`config.mk`:
```
export PLATFORM = sky130hd
export DESIGN_NAME = bcd_addsub
export DESIGN_NICKNAME = d
export VERILOG_FILES = /design/src/rtl/bcd_pkg.sv /design/src/rtl/bcd_digit_add.sv /design/src/rtl/bcd_nines.sv /design/src/rtl/bcd_digit_screen.sv /design/src/rtl/bcd_addsub.sv
export SDC_FILE = /design/constraint.sdc
export NUM_CORES = 1
export LEC_CHECK = 0
export BUFFER_PORTS_ARGS = -buffer_cell sky130_fd_sc_hd__buf_4
export CAP_MARGIN = 20
export CORE_MARGIN = 2
export CORE_UTILIZATION = 40
export DETAILED_ROUTE_END_ITERATION = 8
export SLEW_MARGIN = 25
export SYNTH_ARGS = -nofsm -noshare
export SYNTH_HDL_FRONTEND = slang
export SYNTH_SLANG_ARGS = --single-unit
```
`constraint.sdc`:
```
create_clock -name clk -period 9.8 [get_ports clk]
set_input_delay 0.98 -clock clk [delete_from_list [all_inputs] [get_ports clk]]
set_output_delay 0.98 -clock clk [all_outputs]
set_load 0.02 [all_outputs]
```
`src/rtl/bcd_pkg.sv`:
```
package bcd_pkg;
  localparam int DIG_W = 4;
  localparam logic [DIG_W-1:0] DIG_MAX = 4'd9;

  typedef enum logic [1:0] {
    ST_IDLE   = 2'd0,
    ST_RIPPLE = 2'd1,
    ST_WRAP   = 2'd2
  } seq_st_t;
endpackage

```
`src/rtl/bcd_digit_add.sv`:
```
module bcd_digit_add
  import bcd_pkg::*;
(
  input  logic [DIG_W-1:0] a,
  input  logic [DIG_W-1:0] b,
  input  logic             cin,
  output logic [DIG_W-1:0] s,
  output logic             cout
);
  logic [DIG_W:0] raw;
  logic           fix;

  always_comb begin
    raw  = {1'b0, a} + {1'b0, b} + {{DIG_W{1'b0}}, cin};
    // decimal correction: any raw value of ten or more wraps by six
    fix  = (raw > {1'b0, DIG_MAX});
    s    = fix ? (raw[DIG_W-1:0] + 4'd6) : raw[DIG_W-1:0];
    cout = fix;
  end
endmodule

```
`src/rtl/bcd_nines.sv`:
```
module bcd_nines
  import bcd_pkg::*;
#(
  parameter int DIGITS = 3
) (
  input  logic [DIGITS*DIG_W-1:0] d,
  input  logic                    en,
  output logic [DIGITS*DIG_W-1:0] q
);
  for (genvar g = 0; g < DIGITS; g++) begin : g_dig
    assign q[g*DIG_W +: DIG_W] = en ? (DIG_MAX - d[g*DIG_W +: DIG_W])
                                    : d[g*DIG_W +: DIG_W];
  end
endmodule

```
`src/rtl/bcd_digit_screen.sv`:
```
module bcd_digit_screen
  import bcd_pkg::*;
#(
  parameter int DIGITS = 3
) (
  input  logic [DIGITS*DIG_W-1:0] d,
  output logic                    ok
);
  logic [DIGITS-1:0] legal;

  for (genvar g = 0; g < DIGITS; g++) begin : g_dig
    assign legal[g] = (d[g*DIG_W +: DIG_W] <= DIG_MAX);
  end

  assign ok = &legal;
endmodule

```
`src/rtl/bcd_addsub.sv`:
```
module bcd_addsub
  import bcd_pkg::*;
#(
  parameter int DIGITS = 3
) (
  input  logic                    clk,
  input  logic                    rst_n,
  input  logic                    in_valid,
  output logic                    in_ready,
  input  logic [DIGITS*DIG_W-1:0] in_a,
  input  logic [DIGITS*DIG_W-1:0] in_b,
  input  logic                    in_sub,
  output logic                    out_valid,
  output logic [DIGITS*DIG_W-1:0] out_mag,
  output logic                    out_neg,
  output logic                    out_ovf,
  output logic                    out_bad
);
  localparam int W     = DIGITS * DIG_W;
  localparam int IDX_W = (DIGITS > 1) ? $clog2(DIGITS) : 1;
  localparam int LAST  = DIGITS - 1;

  seq_st_t          st_q;
  logic [W-1:0]     opa_q, opb_q, acc_q, acc_nx;
  logic             sub_q, carry_q;
  logic [IDX_W-1:0] idx_q;

  logic [W-1:0]     b_eff, comp;
  logic             a_ok, b_ok, ops_ok, mag_ok, at_last;
  logic [DIG_W-1:0] dig_a, dig_b, dsum;
  logic             dcout;

  // operand screening and subtrahend conditioning at the input
  bcd_digit_screen #(.DIGITS(DIGITS)) u_scr_a (.d(in_a), .ok(a_ok));
  bcd_digit_screen #(.DIGITS(DIGITS)) u_scr_b (.d(in_b), .ok(b_ok));
  bcd_nines #(.DIGITS(DIGITS)) u_sub_comp (.d(in_b), .en(in_sub), .q(b_eff));

  assign ops_ok   = a_ok & b_ok;
  assign in_ready = (st_q == ST_IDLE);
  assign at_last  = (idx_q == IDX_W'(LAST));

  // one digit slice, time-shared over all digit positions
  always_comb begin
    if (st_q == ST_WRAP) begin
      dig_a = acc_q[idx_q*DIG_W +: DIG_W];
      dig_b = '0;
    end else begin
      dig_a = opa_q[idx_q*DIG_W +: DIG_W];
      dig_b = opb_q[idx_q*DIG_W +: DIG_W];
    end
  end

  bcd_digit_add u_slice (
    .a(dig_a), .b(dig_b), .cin(carry_q), .s(dsum), .cout(dcout)
  );

  always_comb begin
    acc_nx = acc_q;
    acc_nx[idx_q*DIG_W +: DIG_W] = dsum;
  end

  // magnitude of a negative difference
  bcd_nines #(.DIGITS(DIGITS)) u_neg_comp (.d(acc_nx), .en(1'b1), .q(comp));

  always_ff @(posedge clk) begin
    if (!rst_n) begin
      st_q      <= ST_IDLE;
      opa_q     <= '0;
      opb_q     <= '0;
      acc_q     <= '0;
      sub_q     <= 1'b0;
      carry_q   <= 1'b0;
      idx_q     <= '0;
      out_valid <= 1'b0;
      out_mag   <= '0;
      out_neg   <= 1'b0;
      out_ovf   <= 1'b0;
      out_bad   <= 1'b0;
    end else begin
      out_valid <= 1'b0;
      case (st_q)
        ST_IDLE: begin
          if (in_valid) begin
            if (ops_ok) begin
              opa_q   <= in_a;
              opb_q   <= b_eff;
              sub_q   <= in_sub;
              acc_q   <= '0;
              carry_q <= 1'b0;
              idx_q   <= '0;
              st_q    <= ST_RIPPLE;
            end else begin
              out_valid <= 1'b1;
              out_bad   <= 1'b1;
            end
          end
        end
        ST_RIPPLE: begin
          acc_q   <= acc_nx;
          carry_q <= dcout;
          idx_q   <= idx_q + 1'b1;
          if (at_last) begin
            idx_q <= '0;
            if (sub_q && dcout) begin
              // end-around carry: feed the top carry back into digit zero
              st_q    <= ST_WRAP;
              carry_q <= 1'b1;
            end else begin
              st_q      <= ST_IDLE;
              out_valid <= 1'b1;
              out_bad   <= 1'b0;
              if (sub_q) begin
                out_mag <= comp;
                out_neg <= |comp;
                out_ovf <= 1'b0;
              end else begin
                out_mag <= acc_nx;
                out_neg <= 1'b0;
                out_ovf <= dcout;
              end
            end
          end
        end
        ST_WRAP: begin
          acc_q   <= acc_nx;
          carry_q <= dcout;
          idx_q   <= idx_q + 1'b1;
          if (at_last) begin
            idx_q     <= '0;
            st_q      <= ST_IDLE;
            out_valid <= 1'b1;
            out_bad   <= 1'b0;
            out_mag   <= acc_nx;
            out_neg   <= 1'b0;
            out_ovf   <= 1'b0;
          end
        end
        default: st_q <= ST_IDLE;
      endcase
    end
  end

  bcd_digit_screen #(.DIGITS(DIGITS)) u_scr_out (.d(out_mag), .ok(mag_ok));

  p_busy_quiet_r1: assert property (@(posedge clk) disable iff (!rst_n)
    (st_q != ST_IDLE) |-> !out_valid);

  p_accept_busy_r1: assert property (@(posedge clk) disable iff (!rst_n)
    (in_valid && in_ready && ops_ok) |=> !in_ready);

  p_slice_digit_r2: assert property (@(posedge clk) disable iff (!rst_n)
    (st_q != ST_IDLE) |-> (dsum <= DIG_MAX));

  p_ovf_add_only_r3: assert property (@(posedge clk) disable iff (!rst_n)
    (out_valid && !out_bad && out_ovf) |-> !sub_q);

  p_wrap_sub_only_r4: assert property (@(posedge clk) disable iff (!rst_n)
    (st_q == ST_WRAP) |-> sub_q);

  p_sign_excl_r5: assert property (@(posedge clk) disable iff (!rst_n)
    out_valid |-> !(out_neg && out_ovf));

  p_no_neg_zero_r6: assert property (@(posedge clk) disable iff (!rst_n)
    (out_valid && out_neg) |-> (out_mag != '0));

  p_bad_holds_r7: assert property (@(posedge clk) disable iff (!rst_n)
    (out_valid && out_bad) |-> ($stable(out_mag) && $stable(out_neg) && $stable(out_ovf)));

  p_bad_stays_ready_r7: assert property (@(posedge clk) disable iff (!rst_n)
    (in_valid && in_ready && !ops_ok) |=> in_ready);

  p_legal_digits_r8: assert property (@(posedge clk) disable iff (!rst_n)
    out_valid |-> mag_ok);

  p_quiet_hold_r8: assert property (@(posedge clk) disable iff (!rst_n)
    !out_valid |-> ($stable(out_mag) && $stable(out_neg) && $stable(out_bad)));
endmodule

```
==> results of run 1 <==
## stage by stage
| stage | util | setup slack, ns | hold slack (ns) | std cells |
|---|---|---|---|---|
| finish | 0.478 | 4.43 | 0.448 | 596 |
| CTS | 0.478 | 4.50 | 0.453 | 596 |
| floorplan | - | 4.73 | 0.436 | 449 |
| detailed placement | 0.453 | 4.52 | 0.444 | 582 |
| global route | 0.478 | 4.07 | 0.472 | 596 |
| global placement | 0.453 | 4.68 | 0.443 | 582 |
## cells in the final DEF, fill, tap and decap left out, drive strengths merged, types with 7 or more instances in the layout
master / Yosys / layout
nor3: 7 / 7
nor2: 20 / 20
nand2: 76 / 76
o211a: 11 / 11
nor2b: 20 / 20
nand2b: 9 / 9
dfxtp: 58 / 58
a21boi: 25 / 25
nand3: 16 / 16
a22oi: 7 / 7
inv: 23 / 23
buf: 3 / 46
o21ai: 24 / 24
clkbuf: 21 / 12
a21oi: 11 / 11
ha: 20 / 20
mux2i: 17 / 17
a31oi: 9 / 9
## path summary, 6_finish.rpt
check,start,to,slack [ns],cells after the start
setup / recovery,st_q[0],out_neg,4.43,19
hold reg to reg,out_ovf,out_ovf,0.45,2
setup reg to reg,st_q[0],out_neg,4.43,19
hold / removal,out_ovf,out_ovf,0.45,2
## routing by layer
| metal | track usage | up-vias | wire, um |
|---|---|---|---|
| li1 | - | 1665 | - |
| met1 | 0.265 | 1631 | 4510 |
| met2 | 0.320 | 78 | 4430 |
| met3 | 0.0449 | 28 | 368 |
| met4 | 0.0717 | 0 | 251 |
| met5 | 0 | - | 0 |
## layout make-up
class / count / area (sq um) / area share
multi-input cells: 344 / 2440 / 0.555
flip-flops and latches: 58 / 1160 / 0.264
repair buffers: 46 / 345 / 0.0786
clock buffers: 12 / 165 / 0.0376
well taps: 111 / 139 / 0.0316
inverters: 23 / 86.3 / 0.0196
clock inverters: 2 / 60.1 / 0.0137
## power by group
group,internal [mW],leakage (nW),switching [mW]
logic,0.0254,1.19,0.0311
clock network,0.161,0.115,0.0941
registers,0.239,0.468,0.00222
total,0.426,1.77,0.127
## registers in the layout, indices dropped and copies added (netlist names)
name	count
out_neg	1
opb_q	12
carry_q	1
out_ovf	1
out_bad	1
acc_q	12
out_mag	12
out_valid	1
sub_q	1
st_q	2
opa_q	12
idx_q	2
## cells by family after synthesis
group / Yosys count / synth area share
flip-flops: 58 / 0.307
adder cells (fa/ha/maj): 22 / 0.0768
AO/OA/AOI/OAI: 118 / 0.246
buffers and inverters: 47 / 0.0493
AND/OR/NAND/NOR: 171 / 0.222
multiplexers: 23 / 0.0758
XOR/XNOR: 10 / 0.0232
## worst register-to-register path, stage by stage, from the launching register on
cell and delay, ns:
sky130_fd_sc_hd__dfxtp_1 0.33, sky130_fd_sc_hd__inv_1 0.10, sky130_fd_sc_hd__ha_1 0.62, sky130_fd_sc_hd__mux4_2 0.34, sky130_fd_sc_hd__a21oi_1 0.09, sky130_fd_sc_hd__fa_1 0.49
sky130_fd_sc_hd__fa_1 0.49, sky130_fd_sc_hd__mux2_2 0.30, sky130_fd_sc_hd__o31ai_1 0.23, sky130_fd_sc_hd__a2bb2oi_1 0.39, sky130_fd_sc_hd__o21ai_0 0.24, sky130_fd_sc_hd__inv_1 0.10
sky130_fd_sc_hd__ha_1 0.24, sky130_fd_sc_hd__nor3_1 0.20, sky130_fd_sc_hd__nand3_1 0.11, sky130_fd_sc_hd__a31oi_1 0.15, sky130_fd_sc_hd__o2111ai_1 0.12, sky130_fd_sc_hd__or4_1 0.43
sky130_fd_sc_hd__nor4_1 0.19, sky130_fd_sc_hd__a21oi_1 0.10
==> results.md, run 1 <==
- The run finished with clean final reports.
- The mean cell area of the mapped netlist is 8.42 sq um.
- The clock skew is 0.00722 ns.
- The die footprint is 0.0102 sq mm.
- The number of buffers on the longest clock path is 2.
- The cell leakage power is 1.77 nW.
- The critical path goes through inv_1 > ha_1 > mux4_2 > a21oi_1 > fa_1 > fa_1 > mux2_2 > o31ai_1 > a2bb2oi_1 > o21ai_0 > inv_1 > ha_1 > nor3_1 > nand3_1 > a31oi_1 > o2111ai_1 > or4_1 > nor4_1 > a21oi_1.
- The detail route stage leaves a number of antenna-violating nets equal to 0.
- Input and output buffers added on the ports amount to 44.
- The critical path launch point type is a register.
- After clock tree synthesis, the clock-pin slew on the worst setup and hold paths is 0.06 ns.
- The number of antenna diodes in the final layout is 0.
- Setup repair after global routing left no endpoint under its margin.
- Among all stages on the critical path, the largest delay is contributed by sky130_fd_sc_hd__ha_1.
- The total of cells resized after clock tree synthesis is 0.
- The number of buffers and inverters on the critical path is 2.
- The count of pins over their slew limit is 0.
- The endpoint kind of the worst setup timing path is a register.
- The clock tree synthesis step divided the H-tree into 3 levels.
- The design area is 0.00440 sq mm.
- The first global-routing pass estimated 16.1 mm of wire.
- The core region is 0.00920 sq mm.
- For this run, the leading register cell type out of synthesis is sky130_fd_sc_hd__dfxtp_1.
- The routability-driven placement congestion ratio is 0.906.
- At the later pin of the worst-skew pair, clock insertion delay measures 0.35 ns.
- The gate family responsible for the most delay along the worst path is adder cells.
- Of the available clock period, the critical path in the final layout requires 0.548.
- After detailed routing, the total wire length is 9.57 mm.
- Subtracting the final worst setup slack from the clock period gives 5.37 ns.
- The number of hold buffers added after CTS was 0.
- For this block, the initial DRC count from the detailed router was 173.
- For this run, asynchronously set or reset flops after synthesis account for 0.
- Setup total negative slack on the finished layout was measured at 0 ns.
- The remaining max-slew budget at the tightest pin is 0.428.
- Max-cap violations in this run came to 0.
- The design draws 0.553 mW.
- The final net count is 532.
- The critical path in this run is classified as register to register.
- Static timing analysis puts the maximum clock frequency at 186 MHz.
- The width of the die is 101 um.
- The number of I/O pins is 45.
- After synthesis the netlist holds a flip-flop and latch count of 58.
- The cell accounting for the most synthesized area is sky130_fd_sc_hd__dfxtp_1.
- The initial core utilization is 0.411.
- Of the synthesized area, sequential elements account for 0.307.
- VDD sags by at most 0.0000688 V.
- The floorplan row count is 35.
- The routed wire length per instance is 16.0 um.
- The number of hold violations in the final report is 0.
- Entering global routing, the biggest net connects 70 pins.
- By count the netlist is led by 75 x sky130_fd_sc_hd__nand2_1, 58 x sky130_fd_sc_hd__dfxtp_1, 23 x sky130_fd_sc_hd__inv_1.
- The worst min-delay path class is register to register.
- After technology mapping, the gate count stands at 449.
- Power spread over the standard cell area amounts to 126 mW/mm^2.
- The number of global-route vias before repair was 3280.
- The placed standard-cell area is 0.00417 sq mm.
- The layout overhead on the synthesized area is 16.2%.
- Detailed placement ended at an HPWL of 7.11 mm.
- After global routing the overflow that remains totals 0.
- Post-CTS timing repair inserted 0 buffers for setup.
- The total routing resource utilization after global routing is 0.200.
- Yosys mapped a number of flops with a built-in enable equal to 0.
- The area of the mapped netlist is 0.00378 sq mm.
- In this design, the stage delay of the slowest critical-path cell is 0.62 ns.
- The netlist uses 61 different library cells.
- The top cell type's share of synthesized area is 0.307.
- Yosys printed 0 warnings.
- The transition time of the tightest slew-check pin is 0.856 ns.
- The count of clock tree sinks is 58.
- The die height is 101 um.
- The total of endpoints with negative setup slack in the final report is 0.
- STA puts the critical path data required time at 10.03 ns.
- The cell with the most instances after synthesis is sky130_fd_sc_hd__nand2_1.
- The detail-routed via count per cell is 5.71.
- The critical path data arrival time is 5.60 ns.
- The final route contains 3402 vias.
- Along the worst path, the maximum fanout reaches 17.
- Of the cells placed in the final design, the portion with a size suffix greater than 1 is 0.175.
- Yosys attributes the largest share of cell area to sky130_fd_sc_hd__dfxtp_1 31%, sky130_fd_sc_hd__nand2_1 7.4%, sky130_fd_sc_hd__ha_1 6.6%, sky130_fd_sc_hd__mux2i_1 4.5%, sky130_fd_sc_hd__a21boi_0 3.8%.
- The initial antenna violation count is 0.
- For this run, the detailed router's first-pass iteration total came to 5.
- The synthesized netlist net count is 499.
- The residual DRC count is 0.
- The number of filler instances in the final layout is 901.
- The root buffer selected by CTS is sky130_fd_sc_hd__clkbuf_8.
- Counting the buffers created by CTS gives 9.
- TritonCTS built the clock tree.
Power figures use the tool's default switching activity.
==> inputs of run 2 (changes only) <==
==> constraint.sdc (replaced) <==
create_clock -name clk -period 4.85 [get_ports clk]
set_input_delay 0.485 -clock clk [delete_from_list [all_inputs] [get_ports clk]]
set_output_delay 0.485 -clock clk [all_outputs]
set_load 0.02 [all_outputs]
==> run 2 against run 1 <==
Against the previous run:
- clock power is 83% higher
- global-route usage is 0.37 points higher
- count of clock-buffer cells in the layout is 1 lower
- critical path depth is 2 higher
- largest cell class unchanged
- clock skew is 0.0056 ns higher
- register-to-register slack worse by 4.2 ns
- critical endpoint unchanged
- first-iteration DRC count is 23% higher
- non-clock buffer count is 21 higher
- utilization is 2.1 points higher
- combinational power is 120% higher
- setup slack worse by 4.2 ns
==> results.md, run 2 (synthesis results as in run 1) <==
- The number of global-route vias before repair is 3367 (+2.7%).
- The areal power density over the cells came to 234 mW/mm^2 (+86%).
- The initial core utilization came to 0.411 (unchanged).
- The run finished with clean final reports.
- The global route total overflow is 0 (unchanged).
- The met3 global-route usage was 0.0386 (-0.00621).
- The final hold slack is 0.398 ns (-0.0495 ns).
- The design area was 0.00459 sq mm (+4.5%).
- The clock-pin slew reported for the worst setup and hold paths after clock tree synthesis is 0.08 ns (+0.02 ns).
- The met1 track demand over resource came to 0.273 (+0.00757).
- The type of the setup path with the least slack is register to register.
- The worst min-delay path class is input port to register.
- The upper clock frequency limit was 218 MHz (+17%).
- The busiest metal layer after global routing is met2.
- The floorplan row count is 35 (unchanged).
- The number of buffers created by CTS is 9 (unchanged).
- The shortest period the worst path allows is 4.58 ns (-0.793 ns).
- The number of nets with antenna violations after routing was 0 (unchanged).
- The number of port buffers came to 44 (unchanged).
- Setup repair after global routing left no endpoint under its margin.
- The vias after detailed routing was 3447 (+1.3%).
- The placed cell count was 600 (+3.1%).
- The number of buffers on the longest clock path is 2 (unchanged).
- The residual DRC count is 0 (unchanged).
- The count of hold buffers inserted by post-cts repair is 0 (unchanged).
- The final sum of negative setup slack is 0 ns (unchanged).
- The number of hold violations in the final report was 0 (unchanged).
- The setup slack of the critical path after layout is 0.269 ns (-4.16 ns).
- The die height is 101 um (unchanged).
- The total of endpoints with negative setup slack in the final report is 0 (unchanged).
- The detail-routed via count per cell was 5.57 (-2.4%).
- The area of the core came to 0.00920 sq mm (unchanged).
- The worst setup timing slack at the placement stage is -0.0440 ns (-4.56 ns).
- The half-perimeter wire length after placement was 7.28 mm (+2.3%).
- The layout overhead on the synthesized area is 21.5%.
- The pin count of the biggest net entering global routing is 70 (unchanged).
- The wire length after detailed routing was 9.83 mm (+2.8%).
- The routed wire length per instance is 15.9 um (-1.1%).
- The top cell types in the final layout, fill and taps aside, are 75 x sky130_fd_sc_hd__nand2_1, 65 x sky130_fd_sc_hd__buf_4, 56 x sky130_fd_sc_hd__dfxtp_1, 23 x sky130_fd_sc_hd__inv_1.
- The cell leakage power was 1.88 nW (+6.0%).
- In this run the critical register-to-register path is captured at out_neg.
- The final net count came to 553 (+3.9%).
- The total routing resource utilization after global routing is 0.204 (+0.00369).
- The first-pass GRT wire length is 16.4 mm (+1.6%).
- The antenna diode count is 0 (unchanged).
- The H-tree level count is 3 (unchanged).
- The hold path depth is 3 (+1).
- The remaining max-slew budget at the tightest pin is 0.502 (+0.0735).
- The top fanout value on the critical path is 6 (-11).
- The critical path data arrival time was 4.81 ns (-0.79 ns).
- The met2 track demand over resource is 0.327 (+0.00662).
- The clock tree from TritonCTS is done.
- The routability-driven placement congestion ratio was 0.865 (-4.5%).
- The clock latency of the later-clocked register in the worst-skew pair is 0.35 ns (about the same).
- The iteration-0 DRC count of the detailed router is 213 (+23%).
- The endpoint kind of the worst setup timing path is a register.
- The die footprint was 0.0102 sq mm (unchanged).
- The initial antenna violation count is 0 (unchanged).
- The number of I/O pins is 45 (unchanged).
- The clock skew is 0.0128 ns (+0.00560 ns).
- The number of iterations in the first detailed-routing pass was 5 (unchanged).
- The placed standard-cell area came to 0.00431 sq mm (+3.3%).
- The worst setup path is launched from a register.
- The startpoint of the lowest-slack hold path is in_a[0].
- The total chip power is 1.08 mW (+95%).
- The reported max-cap violation count came to 0 (unchanged).
- The transition time of the tightest slew-check pin is 0.747 ns (-0.109 ns).
- The count of clock tree sinks is 58 (unchanged).
- Leaving out fill and tap cells, the most frequent cell in the layout is sky130_fd_sc_hd__nand2_1.
- The number of standard cells in the layout, taps in and fillers out is 619 (+3.9%).
- The maximum resistive drop on vdd came to 0.000125 V (+81%).
- The required arrival time at the worst endpoint was 5.08 ns (-4.95 ns).
- The startpoint identified for the worst register-to-register timing path is st_q[0].
- The proportion of layout cells with a drive suffix above 1 is 0.236 (+0.0610).
- The length in cells of the worst reg-to-reg path is 21 (+2).
- The width of the die is 101 um (unchanged).
- The share of the clock period used by the worst path was 0.944 (+0.396).
- The count of pins over their slew limit is 0 (unchanged).
- The post-route core utilization is 0.499 (+0.0215).
- The setup slack on the worst flop-to-flop path is 0.27 ns (-4.16 ns).
- For hold timing, the worst endpoint is opa_q[0].
- The root buffer selected by CTS is sky130_fd_sc_hd__clkbuf_8.
-- run 2: cell count changes in the layout (fill, tap and decap cells not counted), moves of 2 or more --
cell and delta:
sky130_fd_sc_hd__buf_4 +19, sky130_fd_sc_hd__a21oi_1 -3, sky130_fd_sc_hd__a21oi_2 +3, sky130_fd_sc_hd__clkinv_2 +3, sky130_fd_sc_hd__dfxtp_1 -2, sky130_fd_sc_hd__fa_1 -2
sky130_fd_sc_hd__fa_2 +2, sky130_fd_sc_hd__ha_1 -2, sky130_fd_sc_hd__o21ai_0 -2
-- run 2: layout make-up --
type	count	area, sq um
fill	918	4600
inverter	23	86.3
clock buffer	11	151
multi-input combinational	344	2480
tap	111	139
timing repair buffer	67	513
clock inverter	5	52.6
sequential	58	1170
-- run 2: worst max-delay path by stage --
stage	from	endpoint	slack [ns]
final	st_q[0]	out_neg	0.27
after floorplan	idx_q[0]	out_neg	0.02
after CTS	idx_q[0]	out_neg	0.0008
after global placement	st_q[0]	out_neg	0.02
after global routing	st_q[0]	out_neg	0.01
after detailed placement	st_q[0]	out_neg	-0.04
-- run 2: report_power, final --
group / internal [mW] / switching (mW)
Combinational: 0.0570 / 0.0664
Sequential: 0.483 / 0.00427
Clock: 0.262 / 0.203
Total: 0.803 / 0.274
-- run 2: layer usage --
| metal | up-vias | wire length (um) |
|---|---|---|
| met3 | 15 | 418 |
| met4 | 0 | 147 |
| met5 | - | 0 |
| met2 | 73 | 4680 |
| met1 | 1660 | 4580 |
| li1 | 1699 | - |
-- run 2: worst max-delay path, stage by stage (launching register included) --
cell                        delay [ns]
sky130_fd_sc_hd__dfxtp_2          0.33
sky130_fd_sc_hd__inv_1            0.13
sky130_fd_sc_hd__ha_4             0.20
sky130_fd_sc_hd__buf_4            0.14
sky130_fd_sc_hd__mux2i_1          0.18
sky130_fd_sc_hd__nor2_1           0.05
sky130_fd_sc_hd__a21o_1           0.17
sky130_fd_sc_hd__ha_1             0.29
sky130_fd_sc_hd__and3b_1          0.19
sky130_fd_sc_hd__or3_4            0.38
sky130_fd_sc_hd__and2_1           0.20
sky130_fd_sc_hd__nor2b_4          0.13
sky130_fd_sc_hd__o31a_4           0.32
sky130_fd_sc_hd__a21oi_4          0.19
sky130_fd_sc_hd__ha_1             0.27
sky130_fd_sc_hd__nor3_1           0.18
sky130_fd_sc_hd__nand3_1          0.10
sky130_fd_sc_hd__a31oi_1          0.17
sky130_fd_sc_hd__o2111ai_1        0.14
sky130_fd_sc_hd__or4_1            0.40
sky130_fd_sc_hd__nor4_1           0.19
sky130_fd_sc_hd__a21oi_1          0.10
-- run 2: repair_timing --
action | in CTS | in global routing
cloned | 0 | 0
resized for setup | 1 | 14
hold endpoints to repair | 0 | 0
pin swaps | 0 | 2
setup endpoints to repair | 1 | 1
setup buffers | 0 | 3
